### src/rtl/dsq_pkg.sv
`timescale 1ns/1ps
package dsq_pkg;

  typedef enum logic [2:0] {
    PH_AZ_A   = 3'd1,
    PH_OFS    = 3'd2,
    PH_AZ_B   = 3'd3,
    PH_INTEG  = 3'd4,
    PH_REPLAY = 3'd5,
    PH_DEINT  = 3'd6
  } phase_e;

  function automatic int dsq_max4(input int a, input int b, input int c, input int d);
    int m;
    m = a;
    if (b > m) m = b;
    if (c > m) m = c;
    if (d > m) m = d;
    return m;
  endfunction

endpackage

### src/rtl/dsq_phase_ctl.sv
`timescale 1ns/1ps
module dsq_phase_ctl
  import dsq_pkg::*;
#(
  parameter int AZ_CLKS    = 4000,
  parameter int OFS_MAX    = 800,
  parameter int INT_CLKS   = 2000,
  parameter int DEINT_CLKS = 4000,
  parameter int CNT_W      = 12,
  parameter int OFS_W      = 10
)(
  input  logic             clk,
  input  logic             rst,
  input  logic             cmp,
  input  logic [OFS_W-1:0] ofs_q,
  output phase_e           ph,
  output logic [CNT_W-1:0] cnt,
  output logic             ofs_done,
  output logic             integ_last,
  output logic             cycle_end,
  output logic             az_en,
  output logic             ofs_en,
  output logic             integ_en,
  output logic             deint_en
);

  localparam logic [CNT_W-1:0] AZ_LAST    = CNT_W'(AZ_CLKS - 1);
  localparam logic [CNT_W-1:0] OFS_LAST   = CNT_W'(OFS_MAX - 1);
  localparam logic [CNT_W-1:0] INT_LAST   = CNT_W'(INT_CLKS - 1);
  localparam logic [CNT_W-1:0] DEINT_LAST = CNT_W'(DEINT_CLKS - 1);

  phase_e           ph_nxt;
  logic [CNT_W-1:0] cnt_nxt;
  logic [CNT_W-1:0] ofs_ext;
  logic [CNT_W-1:0] replay_last;

  assign ofs_ext     = CNT_W'(ofs_q);
  assign replay_last = ofs_ext - CNT_W'(1);

  assign ofs_done   = (ph == PH_OFS) && (cmp || (cnt == OFS_LAST));
  assign integ_last = (ph == PH_INTEG) && (cnt == INT_LAST);
  assign cycle_end  = (ph == PH_DEINT) && (cnt == DEINT_LAST);

  always_comb begin
    ph_nxt  = ph;
    cnt_nxt = cnt + CNT_W'(1);
    case (ph)
      PH_AZ_A: if (cnt == AZ_LAST) begin
        ph_nxt  = PH_OFS;
        cnt_nxt = '0;
      end
      PH_OFS: if (ofs_done) begin
        ph_nxt  = PH_AZ_B;
        cnt_nxt = '0;
      end
      PH_AZ_B: if (cnt == AZ_LAST) begin
        ph_nxt  = PH_INTEG;
        cnt_nxt = '0;
      end
      PH_INTEG: if (integ_last) begin
        ph_nxt  = (ofs_q == '0) ? PH_DEINT : PH_REPLAY;
        cnt_nxt = '0;
      end
      PH_REPLAY: if (cnt == replay_last) begin
        ph_nxt  = PH_DEINT;
        cnt_nxt = '0;
      end
      PH_DEINT: if (cycle_end) begin
        ph_nxt  = PH_AZ_A;
        cnt_nxt = '0;
      end
      default: begin
        ph_nxt  = PH_AZ_A;
        cnt_nxt = '0;
      end
    endcase
  end

  always_ff @(posedge clk) begin
    if (rst) begin
      ph       <= PH_AZ_A;
      cnt      <= '0;
      az_en    <= 1'b1;
      ofs_en   <= 1'b0;
      integ_en <= 1'b0;
      deint_en <= 1'b0;
    end else begin
      ph       <= ph_nxt;
      cnt      <= cnt_nxt;
      az_en    <= (ph_nxt == PH_AZ_A) || (ph_nxt == PH_AZ_B);
      ofs_en   <= (ph_nxt == PH_OFS);
      integ_en <= (ph_nxt == PH_INTEG);
      deint_en <= (ph_nxt == PH_REPLAY) || (ph_nxt == PH_DEINT);
    end
  end

  AST_ONE_ENABLE: assert property (@(posedge clk) disable iff (rst)
    $countones({az_en, ofs_en, integ_en, deint_en}) == 1);
  AST_AZ_TO_OFS: assert property (@(posedge clk) disable iff (rst)
    (ph == PH_AZ_A && cnt == AZ_LAST) |=> (ph == PH_OFS && ofs_en));
  AST_P2_BOUND: assert property (@(posedge clk) disable iff (rst)
    (ph == PH_OFS) |-> (cnt <= OFS_LAST));
  AST_P5_LIMIT: assert property (@(posedge clk) disable iff (rst)
    (ph == PH_REPLAY) |-> (ofs_q != '0 && ofs_ext > cnt));
  AST_RESET_P1: assert property (@(posedge clk)
    rst |=> (ph == PH_AZ_A && cnt == '0 && az_en));

endmodule

### src/rtl/dsq_offset_store.sv
`timescale 1ns/1ps
module dsq_offset_store #(
  parameter int OFS_W = 10
)(
  input  logic             clk,
  input  logic             rst,
  input  logic             ofs_done,
  input  logic [OFS_W-1:0] cnt,
  output logic [OFS_W-1:0] ofs_q
);

  always_ff @(posedge clk) begin
    if (rst)           ofs_q <= '0;
    else if (ofs_done) ofs_q <= cnt;
  end

  AST_OFS_HOLD: assert property (@(posedge clk) disable iff (rst)
    !ofs_done |=> $stable(ofs_q));

endmodule

### src/rtl/dsq_result_unit.sv
`timescale 1ns/1ps
module dsq_result_unit
  import dsq_pkg::*;
#(
  parameter int DEINT_CLKS = 4000,
  parameter int FS_MAX     = 1999,
  parameter int RES_W      = 12
)(
  input  logic             clk,
  input  logic             rst,
  input  phase_e           ph,
  input  logic [RES_W-1:0] cnt,
  input  logic             cmp,
  input  logic             cycle_end,
  input  logic             integ_last,
  input  logic             upd,
  output logic             pol_sel,
  output logic [RES_W-1:0] result,
  output logic             res_pos,
  output logic             range_ok,
  output logic             load
);

  localparam logic [RES_W-1:0] SAT_VAL = RES_W'(DEINT_CLKS - 1);
  localparam logic [RES_W:0]   FS_LIM  = (RES_W+1)'(FS_MAX);

  logic             upd_q;
  logic             armed;
  logic             tripped;
  logic [RES_W-1:0] trip_cnt;
  logic             pol_meas;
  logic             hit;
  logic [RES_W-1:0] raw;
  logic             over;
  logic             rise;
  logic             pre_ramp;

  assign rise     = upd && !upd_q;
  assign pre_ramp = (ph == PH_AZ_A) || (ph == PH_OFS) ||
                    (ph == PH_AZ_B) || (ph == PH_INTEG);
  assign hit      = tripped || cmp;
  assign raw      = tripped ? trip_cnt : (cmp ? cnt : SAT_VAL);
  assign over     = !hit || ({1'b0, raw} > FS_LIM);

  always_ff @(posedge clk) begin
    if (rst) begin
      upd_q    <= 1'b1;
      armed    <= 1'b0;
      tripped  <= 1'b0;
      trip_cnt <= '0;
      pol_meas <= 1'b1;
      pol_sel  <= 1'b1;
      result   <= '0;
      res_pos  <= 1'b1;
      range_ok <= 1'b1;
      load     <= 1'b0;
    end else begin
      upd_q <= upd;
      load  <= 1'b0;
      if (integ_last) pol_meas <= cmp;
      if (ph == PH_DEINT) begin
        if (cmp && !tripped) begin
          tripped  <= 1'b1;
          trip_cnt <= cnt;
        end
      end else begin
        tripped <= 1'b0;
      end
      if (cycle_end) begin
        armed   <= 1'b0;
        pol_sel <= pol_meas;
        if (armed) begin
          load     <= 1'b1;
          result   <= raw;
          range_ok <= !over;
          res_pos  <= pol_meas;
        end
      end else if (rise && pre_ramp) begin
        armed <= 1'b1;
      end
    end
  end

  AST_LOAD_AT_END: assert property (@(posedge clk) disable iff (rst)
    load |-> $past(cycle_end));
  AST_RANGE_ON_FS: assert property (@(posedge clk) disable iff (rst)
    (load && ({1'b0, result} > FS_LIM)) |-> !range_ok);
  AST_POL_STEADY: assert property (@(posedge clk) disable iff (rst)
    !cycle_end |=> $stable(pol_sel));

endmodule

### src/rtl/dsq_eoc_gen.sv
`timescale 1ns/1ps
module dsq_eoc_gen (
  input  logic clk,
  input  logic rst,
  input  logic cycle_end,
  output logic eoc
);

  logic eoc_r;
  logic eoc_h;

  always_ff @(posedge clk) begin
    if (rst) eoc_r <= 1'b0;
    else     eoc_r <= cycle_end;
  end

  always_ff @(negedge clk) begin
    if (rst) eoc_h <= 1'b0;
    else     eoc_h <= eoc_r;
  end

  assign eoc = eoc_r && !eoc_h;

  AST_EOC_SPACED: assert property (@(posedge clk) disable iff (rst)
    eoc_r |=> !eoc_r);

endmodule

### src/rtl/dslope_seq.sv
`timescale 1ns/1ps
module dslope_seq
  import dsq_pkg::*;
#(
  parameter int AZ_CLKS    = 4000,
  parameter int OFS_MAX    = 800,
  parameter int INT_CLKS   = 2000,
  parameter int DEINT_CLKS = 4000,
  parameter int FS_MAX     = 1999,
  parameter int CNT_W      = $clog2(dsq_max4(AZ_CLKS, OFS_MAX, INT_CLKS, DEINT_CLKS)),
  parameter int RES_W      = $clog2(DEINT_CLKS)
)(
  input  logic             clk,
  input  logic             rst,
  input  logic             cmp,
  input  logic             disp_upd,
  output logic             az_charge,
  output logic             int_short,
  output logic             ofs_measure,
  output logic             integ_input,
  output logic             deint_ref,
  output logic             pol_sel,
  output logic [RES_W-1:0] result,
  output logic             res_pos,
  output logic             range_ok,
  output logic             load,
  output logic             eoc
);

  localparam int OFS_W = $clog2(OFS_MAX);

  phase_e           ph;
  logic [CNT_W-1:0] cnt;
  logic [OFS_W-1:0] ofs_q;
  logic             ofs_done;
  logic             integ_last;
  logic             cycle_end;
  logic             az_en;

  dsq_phase_ctl #(
    .AZ_CLKS(AZ_CLKS), .OFS_MAX(OFS_MAX), .INT_CLKS(INT_CLKS),
    .DEINT_CLKS(DEINT_CLKS), .CNT_W(CNT_W), .OFS_W(OFS_W)
  ) u_ctl (
    .clk(clk), .rst(rst), .cmp(cmp), .ofs_q(ofs_q),
    .ph(ph), .cnt(cnt), .ofs_done(ofs_done), .integ_last(integ_last),
    .cycle_end(cycle_end), .az_en(az_en), .ofs_en(ofs_measure),
    .integ_en(integ_input), .deint_en(deint_ref)
  );

  dsq_offset_store #(.OFS_W(OFS_W)) u_ofs (
    .clk(clk), .rst(rst), .ofs_done(ofs_done),
    .cnt(cnt[OFS_W-1:0]), .ofs_q(ofs_q)
  );

  dsq_result_unit #(
    .DEINT_CLKS(DEINT_CLKS), .FS_MAX(FS_MAX), .RES_W(RES_W)
  ) u_res (
    .clk(clk), .rst(rst), .ph(ph), .cnt(cnt[RES_W-1:0]), .cmp(cmp),
    .cycle_end(cycle_end), .integ_last(integ_last), .upd(disp_upd),
    .pol_sel(pol_sel), .result(result), .res_pos(res_pos),
    .range_ok(range_ok), .load(load)
  );

  dsq_eoc_gen u_eoc (
    .clk(clk), .rst(rst), .cycle_end(cycle_end), .eoc(eoc)
  );

  assign az_charge = az_en;
  assign int_short = az_en;

endmodule

### config.mk
export PLATFORM = sky130hd
export DESIGN_NAME = dslope_seq
export DESIGN_NICKNAME = d
export VERILOG_FILES = /design/src/rtl/dsq_pkg.sv /design/src/rtl/dsq_phase_ctl.sv /design/src/rtl/dsq_offset_store.sv /design/src/rtl/dsq_result_unit.sv /design/src/rtl/dsq_eoc_gen.sv /design/src/rtl/dslope_seq.sv
export SDC_FILE = /design/constraint.sdc
export NUM_CORES = 1
export LEC_CHECK = 0
export BUFFER_PORTS_ARGS = -buffer_cell sky130_fd_sc_hd__buf_2
export CAP_MARGIN = 25
export CORE_MARGIN = 5
export CORE_UTILIZATION = 40
export CTS_BUF_LIST = sky130_fd_sc_hd__clkbuf_4 sky130_fd_sc_hd__clkbuf_8 sky130_fd_sc_hd__clkbuf_16
export CTS_CLUSTER_SIZE = 16
export DETAILED_ROUTE_END_ITERATION = 16
export PLACE_DENSITY = 0.62
export RECOVER_POWER = 100
export SYNTH_ARGS = -nofsm -noshare
export SYNTH_HDL_FRONTEND = slang
export SYNTH_SLANG_ARGS = --single-unit
### constraint.sdc
create_clock -name clk -period 2.5 [get_ports clk]
set_input_delay 0.5 -clock clk [delete_from_list [all_inputs] [get_ports clk]]
set_output_delay 0.5 -clock clk [all_outputs]
set_load 0.005 [all_outputs]
==> flow_summary.toml <==
[outcome]
status = "complete, but fails checks"
violations = "negative setup slack"

[worst_setup_path]
worstPathArrival_ps = 2120
startpoint = "u_eoc.eoc_h$_SDFF_NP0_"
crit_type = "register to output pin"
worstPathRequired_ps = 2000
cp-end-kind = "output pin"
r2r_start = "u_ctl.ph[0]$_SDFF_PP1_"
r2r_cells = 6
worstReg2RegEnd = "u_ctl.cnt[9]$_SDFF_PP0_"
ff2ff_setup_slack_ps = 90
crit_fanout = 1
startpoint_type = "register"

[synth]
synth_cell_type_count = 61
synth-edff-count = 0
ys_ff_latch = 63
synth.largest_area_cell = "dfxtp_1"
yosys-top-cells-area = "dfxtp_1 (39%), mux2i_1 (7.1%), nor2_1 (4.3%), xnor2_1 (3.5%), nand2_1 (2.9%)"
syn-num-nets = 372
syn_area_mm2 = 0.00324
syn_area_per_cell_um2 = 8.86
synth_top_area_share_pct = 38.9
syn_inst = 366
synth-main-ff-cell = "dfxtp_1"
yosysWarnings = 0
synth-async-reset-ratio_pct = 0
ys_seq_area_share_pct = 38.9

[sta]
setup_viol_count_final = 1
rsz0062_at_grt = "true"
final-hold-violation-count = 0
fin_hold_ws_ps = 348
slew_viol_final = 0
setup_slack_ps = -116
tightestPinTransition_ps = 764
relSlewSlack_pct = 49.1
clock_skew_ps = 30.7
setup_tns_ps = -116

[floorplan]
pin_count = 26
die_w_um = 100
start_util_pct = 41.5
dieHeight_um = 100
die_area_mm2 = 0.0100
core_mm2 = 0.00781
rows = 32

[final_layout]
layout_common_cells = "dfxtp_1 (63), nor2_1 (37), nand2_1 (25), mux2i_1 (23), buf_4 (19)"
fin_cells = 503
antenna_cells = 0
nets = 402
drive_gt1_share_pct = 16.0
nFillCells = 777
final_common_cell = "dfxtp_1"
area_growth_pct = 13.3

[global_route]
grt_use_total_pct = 15.3
grt_pass1_vias = 2541
antenna_found_initial = 0
grt_pass1_wl_um = 12500
grt_max_degree = 29
grt-ovfl-total = 0

[hold_path]
hp-start = "disp_upd"
min_path_cells = 2
holdPathEnd = "u_res.upd_q$_SDFF_PP1_"
holdCritPathClass = "input pin to register"

[route]
dr_total_vias = 2681
routed_wl_um = 7390
first_pass_iters = 5
wire_per_inst_um = 14.7
via_per_inst = 5.33
remaining_drc_errors = 0
drt_iter0_drc = 118
ant_nets = 0

[pwr]
p_per_area_mw_per_mm2 = 513
irDropWorstVdd_uv = 249
p_leak_nw = 1.35

[clocking]
insertion_delay_ps = 370
cts_buffers = 9
clk_pin_slew_ps = 70
cts_root_buffer = "clkbuf_8"
cts_tree = "done"
clockBufferDepth = 2
cts.sinks = 63
ctsHoldBuffers = 0
cts_htree_levels = 3

[placed_design]
place_inst = 487
place_ws_ps = 215
hpwlAfterDp_um = 5280
numPortBuffers = 25
gp_congestion = 0.804

[flow_run]
drv_cap = 0
==> kinds of logic (layout without fill, tap and decap cells) <==
group	Yosys count	in the layout	synth area share, %
mux	23	23	7.10
simple gates	154	154	27.2
flops	63	63	38.9
xor+xnor	23	23	6.21
buf+inv	41	76	6.14
fa+ha+maj	3	3	1.08
compound gates	59	59	13.3
==> layer usage <==
layer	GRT usage, %	vias to the layer above	share of wire [%]
met5	0	-	0
met4	4.97	0	1.4
met3	3.82	14	5.0
met2	24.6	68	44
met1	20.2	1236	49
li1	-	1363	-
==> repair_timing <==
item | 4_1_cts | 5_1_grt
endpoints found under the setup margin | 1 | 10
gates resized for setup | 0 | 2
pin swaps | 0 | 0
buffers inserted | 0 | 0
==> cell usage after synthesis, types with 2 or more instances <==
library cell / instances
o21ai_0: 6
nand4b_1: 2
nand2_1: 25
or2_2: 3
nor2_1: 37
xnor2_1: 13
and3_1: 7
or3_1: 4
xor2_1: 10
and3b_1: 2
a211o_1: 2
o22ai_1: 2
o2111ai_1: 3
nor3b_1: 3
nand4_1: 6
o311ai_0: 4
a2111oi_0: 10
dfxtp_1: 63
inv_1: 8
ha_1: 2
clkbuf_2: 2
a21oi_1: 12
buf_2: 7
o31ai_1: 4
nor2b_1: 7
a211oi_1: 3
nand2b_1: 15
buf_4: 3
a21o_1: 2
a31oi_1: 3
clkbuf_1: 18
nand3b_1: 4
mux2i_1: 23
nand3_1: 7
nor3_1: 11
a221o_1: 2
nor4_1: 4
buf_6: 3
or4b_1: 2
==> worst max-delay path by stage <==
stage,endpoint,slack [ps],depth (start not counted)
final,eoc,-120,2
after global routing,eoc,-180,2
after CTS,eoc,-140,2
after detailed placement,u_ctl.cnt[11]$_SDFF_PP0_,220,8
after global placement,u_ctl.ph[0]$_SDFF_PP1_,230,7
after floorplan,u_ctl.ph[0]$_SDFF_PP1_,280,8
==> final cells by class <==
type | instances | area, um^2 | area share [%]
Sequential cell | 63 | 1260 | 34.3
Multi-Input combinational cell | 262 | 1790 | 48.7
Clock inverter | 6 | 37.5 | 1.02
Inverter | 7 | 26.3 | 0.715
Timing Repair Buffer | 52 | 287 | 7.80
Clock buffer | 11 | 145 | 3.95
Tap cell | 102 | 128 | 3.47
==> sequential cells by signal (all words and copies together), names as in the netlist, 3 cells and up <==
name,cells
u_ctl.cnt,12
u_res.result,12
u_res.trip_cnt,12
u_ofs.ofs_q,10
u_ctl.ph,3
==> where the power goes <==
part / total, mW / switching (mW) / internal (mW)
Clock: 0.804 / 0.407 / 0.397
Sequential: 1.01 / 0.00422 / 1.01
Combinational: 0.0677 / 0.0431 / 0.0246
==> critical path, cell delays in order, from the launching register on <==
cell and delay, ps:
dfxtp_1 290, nor2b_1 90, buf_2 110
==> metrics by stage <==
step | util (%) | total power [mW] | cell area [um^2]
global route | 47.1 | 1.97 | 3670
floorplan | - | 1.08 | 3240
detailed placement | 45.3 | 1.11 | 3540
CTS | 47.6 | 1.91 | 3720
global placement | 45.3 | 1.11 | 3540
finish | 47.1 | 1.89 | 3670
Note: power is estimated with default switching activity, not from simulation.
